**src/rtl/cascade_counter.sv**
```systemverilog
module cascade_counter #(
  parameter int WIDTH = 6
) (
  input  logic             clk,
  input  logic             rst,
  input  logic [1:0]       mode,
  input  logic [WIDTH-1:0] load_val,
  input  logic             carry_in_n,
  input  logic             lookahead_in_n,
  output logic [WIDTH-1:0] count,
  output logic             carry_out_n,
  output logic             lookahead_out_n
);
  localparam logic [1:0] M_LOAD = 2'b00;
  localparam logic [1:0] M_DOWN = 2'b01;
  localparam logic [1:0] M_UP   = 2'b10;
  localparam logic [1:0] M_HOLD = 2'b11;
  localparam logic [WIDTH-1:0] ONE = WIDTH'(1);
  localparam logic [WIDTH-1:0] ALL = '1;

  logic             la_q;
  logic             is_up, is_down, count_en, step;
  logic [WIDTH-1:0] term, pre_term;

  assign is_up    = (mode == M_UP);
  assign is_down  = (mode == M_DOWN);
  assign count_en = !carry_in_n && !la_q;
  assign step     = (is_up || is_down) && count_en;
  assign term     = is_up ? ALL : '0;
  assign pre_term = is_up ? ALL - ONE : ONE;

  assign carry_out_n     = !(!carry_in_n && count == term);
  assign lookahead_out_n = !(step && count == pre_term);

  always_ff @(posedge clk) begin
    if (rst) begin
      count <= '0;
      la_q  <= 1'b1;
    end else begin
      la_q <= lookahead_in_n;
      case (mode)
        M_LOAD: count <= load_val;
        M_UP:   if (count_en) count <= count + ONE;
        M_DOWN: if (count_en) count <= count - ONE;
        default: ;
      endcase
    end
  end

  a_r1_reset_clear: assert property (@(posedge clk)
    rst |=> (count == '0) && lookahead_out_n);

  a_r2_load: assert property (@(posedge clk) disable iff (rst)
    (mode == M_LOAD) |=> (count == $past(load_val)));

  a_r3_wrap: assert property (@(posedge clk) disable iff (rst)
    (mode == M_UP && !carry_out_n && !la_q) |=> (count == '0));

  a_r4_wrap: assert property (@(posedge clk) disable iff (rst)
    (mode == M_DOWN && !carry_out_n && !la_q) |=> (count == ALL));

  a_r5_hold: assert property (@(posedge clk) disable iff (rst)
    (mode == M_HOLD) |=> $stable(count));

  a_r6_block: assert property (@(posedge clk) disable iff (rst)
    (carry_in_n && mode != M_LOAD) |=> $stable(count));

  a_r7_registered: assert property (@(posedge clk) disable iff (rst)
    (lookahead_in_n ##1 (mode != M_LOAD)) |=> $stable(count));

  a_r9_single: assert property (@(posedge clk) disable iff (rst)
    !lookahead_out_n |=> lookahead_out_n);
endmodule

```
**config.mk**
```make
export PLATFORM = sky130hd
export DESIGN_NAME = cascade_counter
export DESIGN_NICKNAME = d
export VERILOG_FILES = /design/src/rtl/cascade_counter.sv
export SDC_FILE = /design/constraint.sdc
export NUM_CORES = 1
export LEC_CHECK = 0
export BUFFER_PORTS_ARGS = -buffer_cell sky130_fd_sc_hd__buf_4
export CORE_MARGIN = 1.5
export CORE_UTILIZATION = 50
export DETAILED_ROUTE_END_ITERATION = 8
export MAX_ROUTING_LAYER = met4
export PLACE_DENSITY_LB_ADDON = 0.2
export SYNTH_ARGS = -nofsm -noshare
export SYNTH_HDL_FRONTEND = slang
export SYNTH_SLANG_ARGS = --single-unit
```
**constraint.sdc**
```tcl
create_clock -name clk -period 2.1 [get_ports clk]
set_input_delay 0.42 -clock clk [delete_from_list [all_inputs] [get_ports clk]]
set_output_delay 0.42 -clock clk [all_outputs]
set_load 0.05 [all_outputs]
```
==> metrics.cfg, run 1 <==
[critical_path]
crit_chain = or4_4 > or3_4 > a21oi_4 > nand2_4 > buf_8
critical_path.endpoint_type = primary output
critPathMaxFanout = 2
critPathRequiredTime_ns = 1.68
criticalPathCategory = flip-flop to primary output
start_kind = flip-flop
reg2regPathDepth = 5
slowest_stage = or4_4
max_stage_delay_ns = 0.54
worst_ep_arrival_time_ns = 1.90

[clock_network]
clock_sinks = 7
h-tree-depth = 1
cts_buffer_depth = 2
numCtsBuffers = 3
clk_pin_slew_ns = 0.05
clock_latency_ns = 0.26
cts_root_buffer = clkbuf_4
holdBufCountCts = 0
cts_tree = yes

[sta]
finClkSkew_ns = 0.00115
fin_crit_ns = 2.32
rsz0062_at_grt = true
fin_crit_sh = 1.10
setup_violations = 2
hold_viol = 0
worstMarginPinSlew_ns = 0.374
max_freq_mhz = 431
setup_slack_ns = -0.219
slew_headroom = 0.750
slew_viol_final = 0

[cells_and_area]
drive_gt1_frac = 0.409
final_cell_area_um2 = 960
nets = 128
antenna_cells = 0
post-route-util = 0.711
area_growth_pct = 28.3

[yosys]
seq_area_frac_synth = 0.187
synth_top_area_frac = 0.187
syn-num-nets = 105
synth_cells = 88
yosys.area.top_type = dfxtp_1
syn_area_um2 = 748
ys_ff_latch = 7
synth_edf_count = 0
yosys_warnings = 0
async_flop_share = 0
synth_common_cells = 7 x dfxtp_1, 7 x nand2_1, 6 x a21oi_1
synth.avg_cell_area_um2 = 8.50
yosys-top-cells-area = dfxtp_1 19%, ha_1 8.4%, clkbuf_8 5.5%, a21oi_1 4.0%, nand2_1 3.5%
synthFlopType = dfxtp_1
ys_types = 41

[pwr]
finalPower_mw = 0.586
peakVddDrop_mv = 0.435
power_per_cell_area_mw_per_mm2 = 611
p_leak_nw = 0.430

[die]
rows = 13
num_io_pins = 20
die_area_mm2 = 0.00174
start_util = 0.554
dieHeight_um = 41.7
core_mm2 = 0.00135
die_w_um = 41.7

[global_routing]
grt_max_degree = 15
antenna_found_initial = 0
grtUsageTotal = 0.232
grt_pass1_vias = 679
grt_pass1_wl_um = 3020
grt.overflow.total = 0

[route]
avgRoutedWirePerCell_um = 14.3
post-route-drc-count = 0
drt_pass1_iterations = 4
antenna_left = 0
first_iter_violations = 12
vias = 759
vias_per_cell = 6.07
drt_wl_total_um = 1790

[placement]
hpwl_um = 1330
place_ws_ns = 0.0238
portBuffers = 19
placedInstanceArea_um2 = 915
place.gp.congestion = 0.837

[outcome]
failed_checks = negative setup slack
outcome = finished with violations

[hold_path]
hold_depth = 2
min_path_type = input port to flip-flop

[job]
cap_violations = 0

-- cell usage in the layout, fill, tap and decap left out, types with 2 or more instances in the layout --
master	n
a2111o_1	2
a21oi_1	5
a31oi_1	3
and3b_2	2
buf_4	25
clkbuf_4	3
dfxtp_1	4
dfxtp_4	2
ha_1	5
inv_1	3
nand2_1	5
nand2_4	2
nand3_1	2
nand4b_1	2
nor2_1	2
nor2b_1	2
nor3_1	4
o211ai_1	2
o21ai_0	3
o31ai_1	2
or2_2	2
xnor2_1	2
xor2_1	3
-- metal layers --
| layer | GRT usage | part of all wire |
|---|---|---|
| met1 | 0.294 | 0.45 |
| met2 | 0.353 | 0.48 |
| met3 | 0.0652 | 0.056 |
| met4 | 0.0774 | 0.020 |
| met5 | - | 0 |
-- worst max-delay path, delay by kind of cell (launching register included) --
kind / cells / cell delay, ns
AOI/OAI and AO/OA: 1 / 0.20
buffers and inverters: 1 / 0.16
and+or+nand+nor: 3 / 0.96
DFF: 1 / 0.34
-- area by class of cell --
| type | count | area (um2) |
|---|---|---|
| repair buffers | 27 | 214 |
| flip-flops and latches | 7 | 149 |
| well taps | 15 | 18.8 |
| fillers | 113 | 390 |
| multi-input cells | 69 | 541 |
| inverters | 3 | 11.3 |
| clock buffers | 4 | 26.3 |
-- sequential cells by signal (all words and copies together), names as in the netlist --
| register | count |
|---|---|
| count | 6 |
| la_q | 1 |
-- repair_timing --
action	in CTS	in global routing
pin swaps	1	1
buffers inserted	0	1
setup endpoints to repair	2	2
cloned	0	0
resized for setup	2	1
-- power breakdown --
part,total [mW],switching (mW),leakage [nW],internal [mW]
clock network,0.127,0.0547,0.0150,0.0728
registers,0.165,0.0163,0.0595,0.149
logic,0.293,0.164,0.356,0.129
total,0.586,0.235,0.430,0.351
-- per-stage QoR --
step | hold WS, ns | std cells | setup TNS, ns
2_1_floorplan | 0.524 | 88 | -0.125
3_3_place_gp | 0.605 | 120 | 0
3_5_place_dp | 0.612 | 120 | 0
4_1_cts | 0.343 | 124 | -0.511
5_1_grt | 0.344 | 125 | -0.522
6_report | 0.348 | 125 | -0.433
-- cell families after synthesis --
family,Yosys count,synth area share
xor gates and xnor gates,5,0.0585
DFF,7,0.187
muxes,1,0.0134
and+or+nand+nor,35,0.298
adders and majority gates,5,0.0836
AOI/OAI and AO/OA,23,0.227
buffers and inverters,12,0.132
-- worst paths after layout --
kind,start,to,slack [ns]
setup / recovery,count[2],carry_out_n,-0.22
hold / removal,lookahead_in_n,la_q,0.35
setup reg to reg,count[2],count[5],0.35
hold reg to reg,count[0],count[0],0.63
(Power assumes the default switching activity.)
==> run 2: changes to the inputs <==
ABC_AREA = 1   (was not set)
CORE_UTILIZATION = 48   (was 50)
CTS_BUF_LIST = sky130_fd_sc_hd__clkbuf_16   (was not set)
==> run 2 against run 1 <==
Effect of this change: the flow now finishes without violations; total power increased by 24%; register-to-register slack improved by 0.13 ns; worst setup slack improved by 0.37 ns; largest cell class unchanged; area after synthesis decreased by 16%; synthesized cell count increased by 17%; core utilization increased by 4.6 points; critical path type is now input port to primary output; sequential share of layout area increased by 0.30 points; global-route usage increased by 4.6 points.
==> metrics.cfg, run 2 <==
[outcome]
outcome = finished, final reports clean  ; was finished with violations

[sta]
max_freq_mhz = 513  ; was 431 MHz
worstMarginPinSlew_ns = 0.285  ; was 0.374 ns
setup_violations = 0  ; was 2
hold_viol = 0  ; unchanged
rsz0062_at_grt = false  ; was true
fin_crit_ns = 1.95  ; was 2.32 ns
tns_ns = 0  ; was -0.433 ns
setup_slack_ns = 0.151  ; was -0.219 ns
slew_headroom = 0.810  ; was 0.750
slew_viol_final = 0  ; unchanged
finClkSkew_ns = 0.00113  ; was 0.00115 ns
fin_crit_sh = 0.928  ; was 1.10
timing.hold.ws_ns = 0.392  ; was 0.348 ns

[route]
vias_per_cell = 5.07  ; was 6.07
post-route-drc-count = 0  ; unchanged
drt_pass1_iterations = 5  ; was 4
first_iter_violations = 23  ; was 12
avgRoutedWirePerCell_um = 12.3  ; was 14.3 um
vias = 720  ; was 759
drt_wl_total_um = 1750  ; was 1790 um
antenna_left = 0  ; unchanged

[die]
dieHeight_um = 39.3  ; was 41.7 um
num_io_pins = 20  ; unchanged
die_w_um = 39.3  ; was 41.7 um
core_mm2 = 0.00117  ; was 0.00135 mm2
rows = 12  ; was 13
die_area_mm2 = 0.00154  ; was 0.00174 mm2
start_util = 0.540  ; was 0.554

[yosys]
seq_area_frac_synth = 0.222  ; was 0.187
yosys_warnings = 0  ; unchanged
synth_common_cells = 29 x nand2_1, 14 x nor2_1, 13 x inv_1  ; was 7 x dfxtp_1, 7 x nand2_1, 6 x a21oi_1
synth_cells = 103  ; was 88
yosys.area.top_type = dfxtp_1  ; unchanged
yosys-top-cells-area = dfxtp_1 22%, nand2_1 17%, ha_1 9.9%, nor2_1 8.3%, inv_1 7.7%  ; was dfxtp_1 19%, ha_1 8.4%, clkbuf_8 5.5%, a21oi_1 4.0%, nand2_1 3.5%
ys_types = 21  ; was 41
synth.avg_cell_area_um2 = 6.13  ; was 8.50 um2
synthFlopType = dfxtp_1  ; unchanged
ys_ff_latch = 7  ; unchanged
syn_area_um2 = 632  ; was 748 um2
yosys.cell_count.top_type = nand2_1
async_flop_share = 0  ; unchanged
syn-num-nets = 120  ; was 105
synth_edf_count = 0  ; unchanged
synth_top_area_frac = 0.222  ; was 0.187

[critical_path]
start_kind = input port  ; was flip-flop
critPathRequiredTime_ns = 1.68  ; about the same
critical_path.endpoint_type = primary output  ; unchanged
worst_ep_arrival_time_ns = 1.53  ; was 1.90 ns
criticalPathCategory = input port to primary output  ; was flip-flop to primary output
critPathMaxFanout = 4  ; was 2

[job]
cap_violations = 0  ; unchanged

[cells_and_area]
final_cells = 142  ; was 125
drive_gt1_frac = 0.242  ; was 0.409
seq_area_um2 = 140  ; was 149 um2
final_cell_area_um2 = 886  ; was 960 um2
largest_reg_flops = 6  ; unchanged
multiInputGateArea_um2 = 435  ; was 541 um2
largest-register = count  ; unchanged
final_common_cell = nand2_1  ; was buf_4
antenna_cells = 0  ; unchanged
layout.cells.most_common_list = 29 x nand2_1, 21 x buf_4, 14 x inv_1, 14 x nor2_1, 9 x a21oi_1  ; was 25 x buf_4, 5 x nand2_1, 5 x a21oi_1, 5 x ha_1
area_growth_pct = 40.2  ; was 28.3%
biggestRegsByFlops = count (6), la_q (1)  ; unchanged
num-fill-cells = 92  ; was 113
nets = 146  ; was 128

[global_routing]
grt_pass1_vias = 592  ; was 679
grt_pass1_wl_um = 2670  ; was 3020 um
grt_max_degree = 8  ; was 15
grtUsageTotal = 0.278  ; was 0.232
grt.overflow.total = 0  ; unchanged
antenna_found_initial = 0  ; unchanged

[placement]
placedInstanceArea_um2 = 807  ; was 915 um2
portBuffers = 19  ; unchanged
hpwl_um = 1220  ; was 1330 um
place.gp.congestion = 0.975  ; was 0.837
place_ws_ns = 0.0903  ; was 0.0238 ns
dp.cells = 138  ; was 120

[clock_network]
cts_tree = yes  ; unchanged
postCtsSetupBuffers = 0  ; unchanged
clock_sinks = 7  ; unchanged
cts_root_buffer = clkbuf_16  ; was clkbuf_4
h-tree-depth = 1  ; unchanged
cts_buffer_depth = 2  ; unchanged
clock_latency_ns = 0.23  ; was 0.26 ns
numCtsBuffers = 3  ; unchanged
holdBufCountCts = 0  ; unchanged
clk_pin_slew_ns = 0.04  ; was 0.05 ns
cts_resized = 0  ; was 2

[pwr]
peakVddDrop_mv = 0.444  ; was 0.435 mV
p_comb_frac = 0.316  ; was 0.501
p_sw_mw = 0.247  ; was 0.235 mW
seq_power_share = 0.234  ; was 0.282
p_leak_nw = 0.478  ; was 0.430 nW
p_clk_frac = 0.450  ; was 0.218
intPower_mw = 0.482  ; was 0.351 mW
power_per_cell_area_mw_per_mm2 = 823  ; was 611 mW/mm2
sw_frac_of_total = 0.339  ; was 0.401

[hold_path]
min_path_type = input port to flip-flop  ; unchanged

## run 2: cell count changes after synthesis, sizes merged, moves of 3 or more
cell    previous run  this run
nor3               4         0
clkbuf             6         0
inv                3        15
o21ai              3         6
and3b              3         0
nand2              7        30
a21oi              6        10
nor2               2        15
## run 2: routing by layer
| metal | up-vias | share of wire | global-route usage |
|---|---|---|---|
| met1 | 304 | 0.42 | 0.312 |
| li1 | 382 | - | - |
| met2 | 30 | 0.51 | 0.463 |
| met3 | 4 | 0.053 | 0.0852 |
| met4 | 0 | 0.019 | 0.103 |
| met5 | - | 0 | - |
## run 2: layout make-up
cell class / count / area share
repair buffers: 21 / 0.178
well taps: 14 / 0.0198
multi-input cells: 81 / 0.492
clock inverters: 1 / 0.00424
flip-flops and latches: 7 / 0.158
inverters: 15 / 0.0636
clock buffers: 3 / 0.0847
## run 2: kinds of logic after synthesis
family,synth area share
buffers and inverters,0.0891
XOR/XNOR,0.0416
adder cells (fa/ha/maj),0.0990
flip-flops,0.222
AO/OA/AOI/OAI,0.180
AND/OR/NAND/NOR,0.368
## run 2: final timing paths
| check | startpoint | endpoint | slack, ns | cells past startpoint |
|---|---|---|---|---|
| setup / recovery | mode[0] | lookahead_out_n | 0.15 | 8 |
| hold / removal | rst | count[5] | 0.39 | 2 |
| setup reg to reg | count[1] | count[4] | 0.48 | 10 |
| hold reg to reg | count[5] | count[5] | 0.54 | 2 |
## run 2: power groups by stage
stage / registers, mW / logic (mW) / clock network, mW
2_1_floorplan: 0.210 / 0.116 / 0
3_3_place_gp: 0.171 / 0.221 / 0
3_5_place_dp: 0.172 / 0.225 / 0
4_1_cts: 0.170 / 0.230 / 0.324
5_1_grt: 0.173 / 0.252 / 0.333
6_report: 0.171 / 0.230 / 0.328
## run 2: metrics by stage
stage               utilization  power (mW)
global placement          0.689       0.392
CTS                       0.756       0.724
finish                    0.756       0.729
detailed placement        0.689       0.396
floorplan                     -       0.325
global route              0.756       0.759
## run 2: critical path: stages
cell and delay (ns):
buf_4 0.10, inv_1 0.04, ha_1 0.25, nor4_1 0.21, nand2_1 0.08, o21ai_0 0.11, nand4_1 0.11, buf_4 0.21
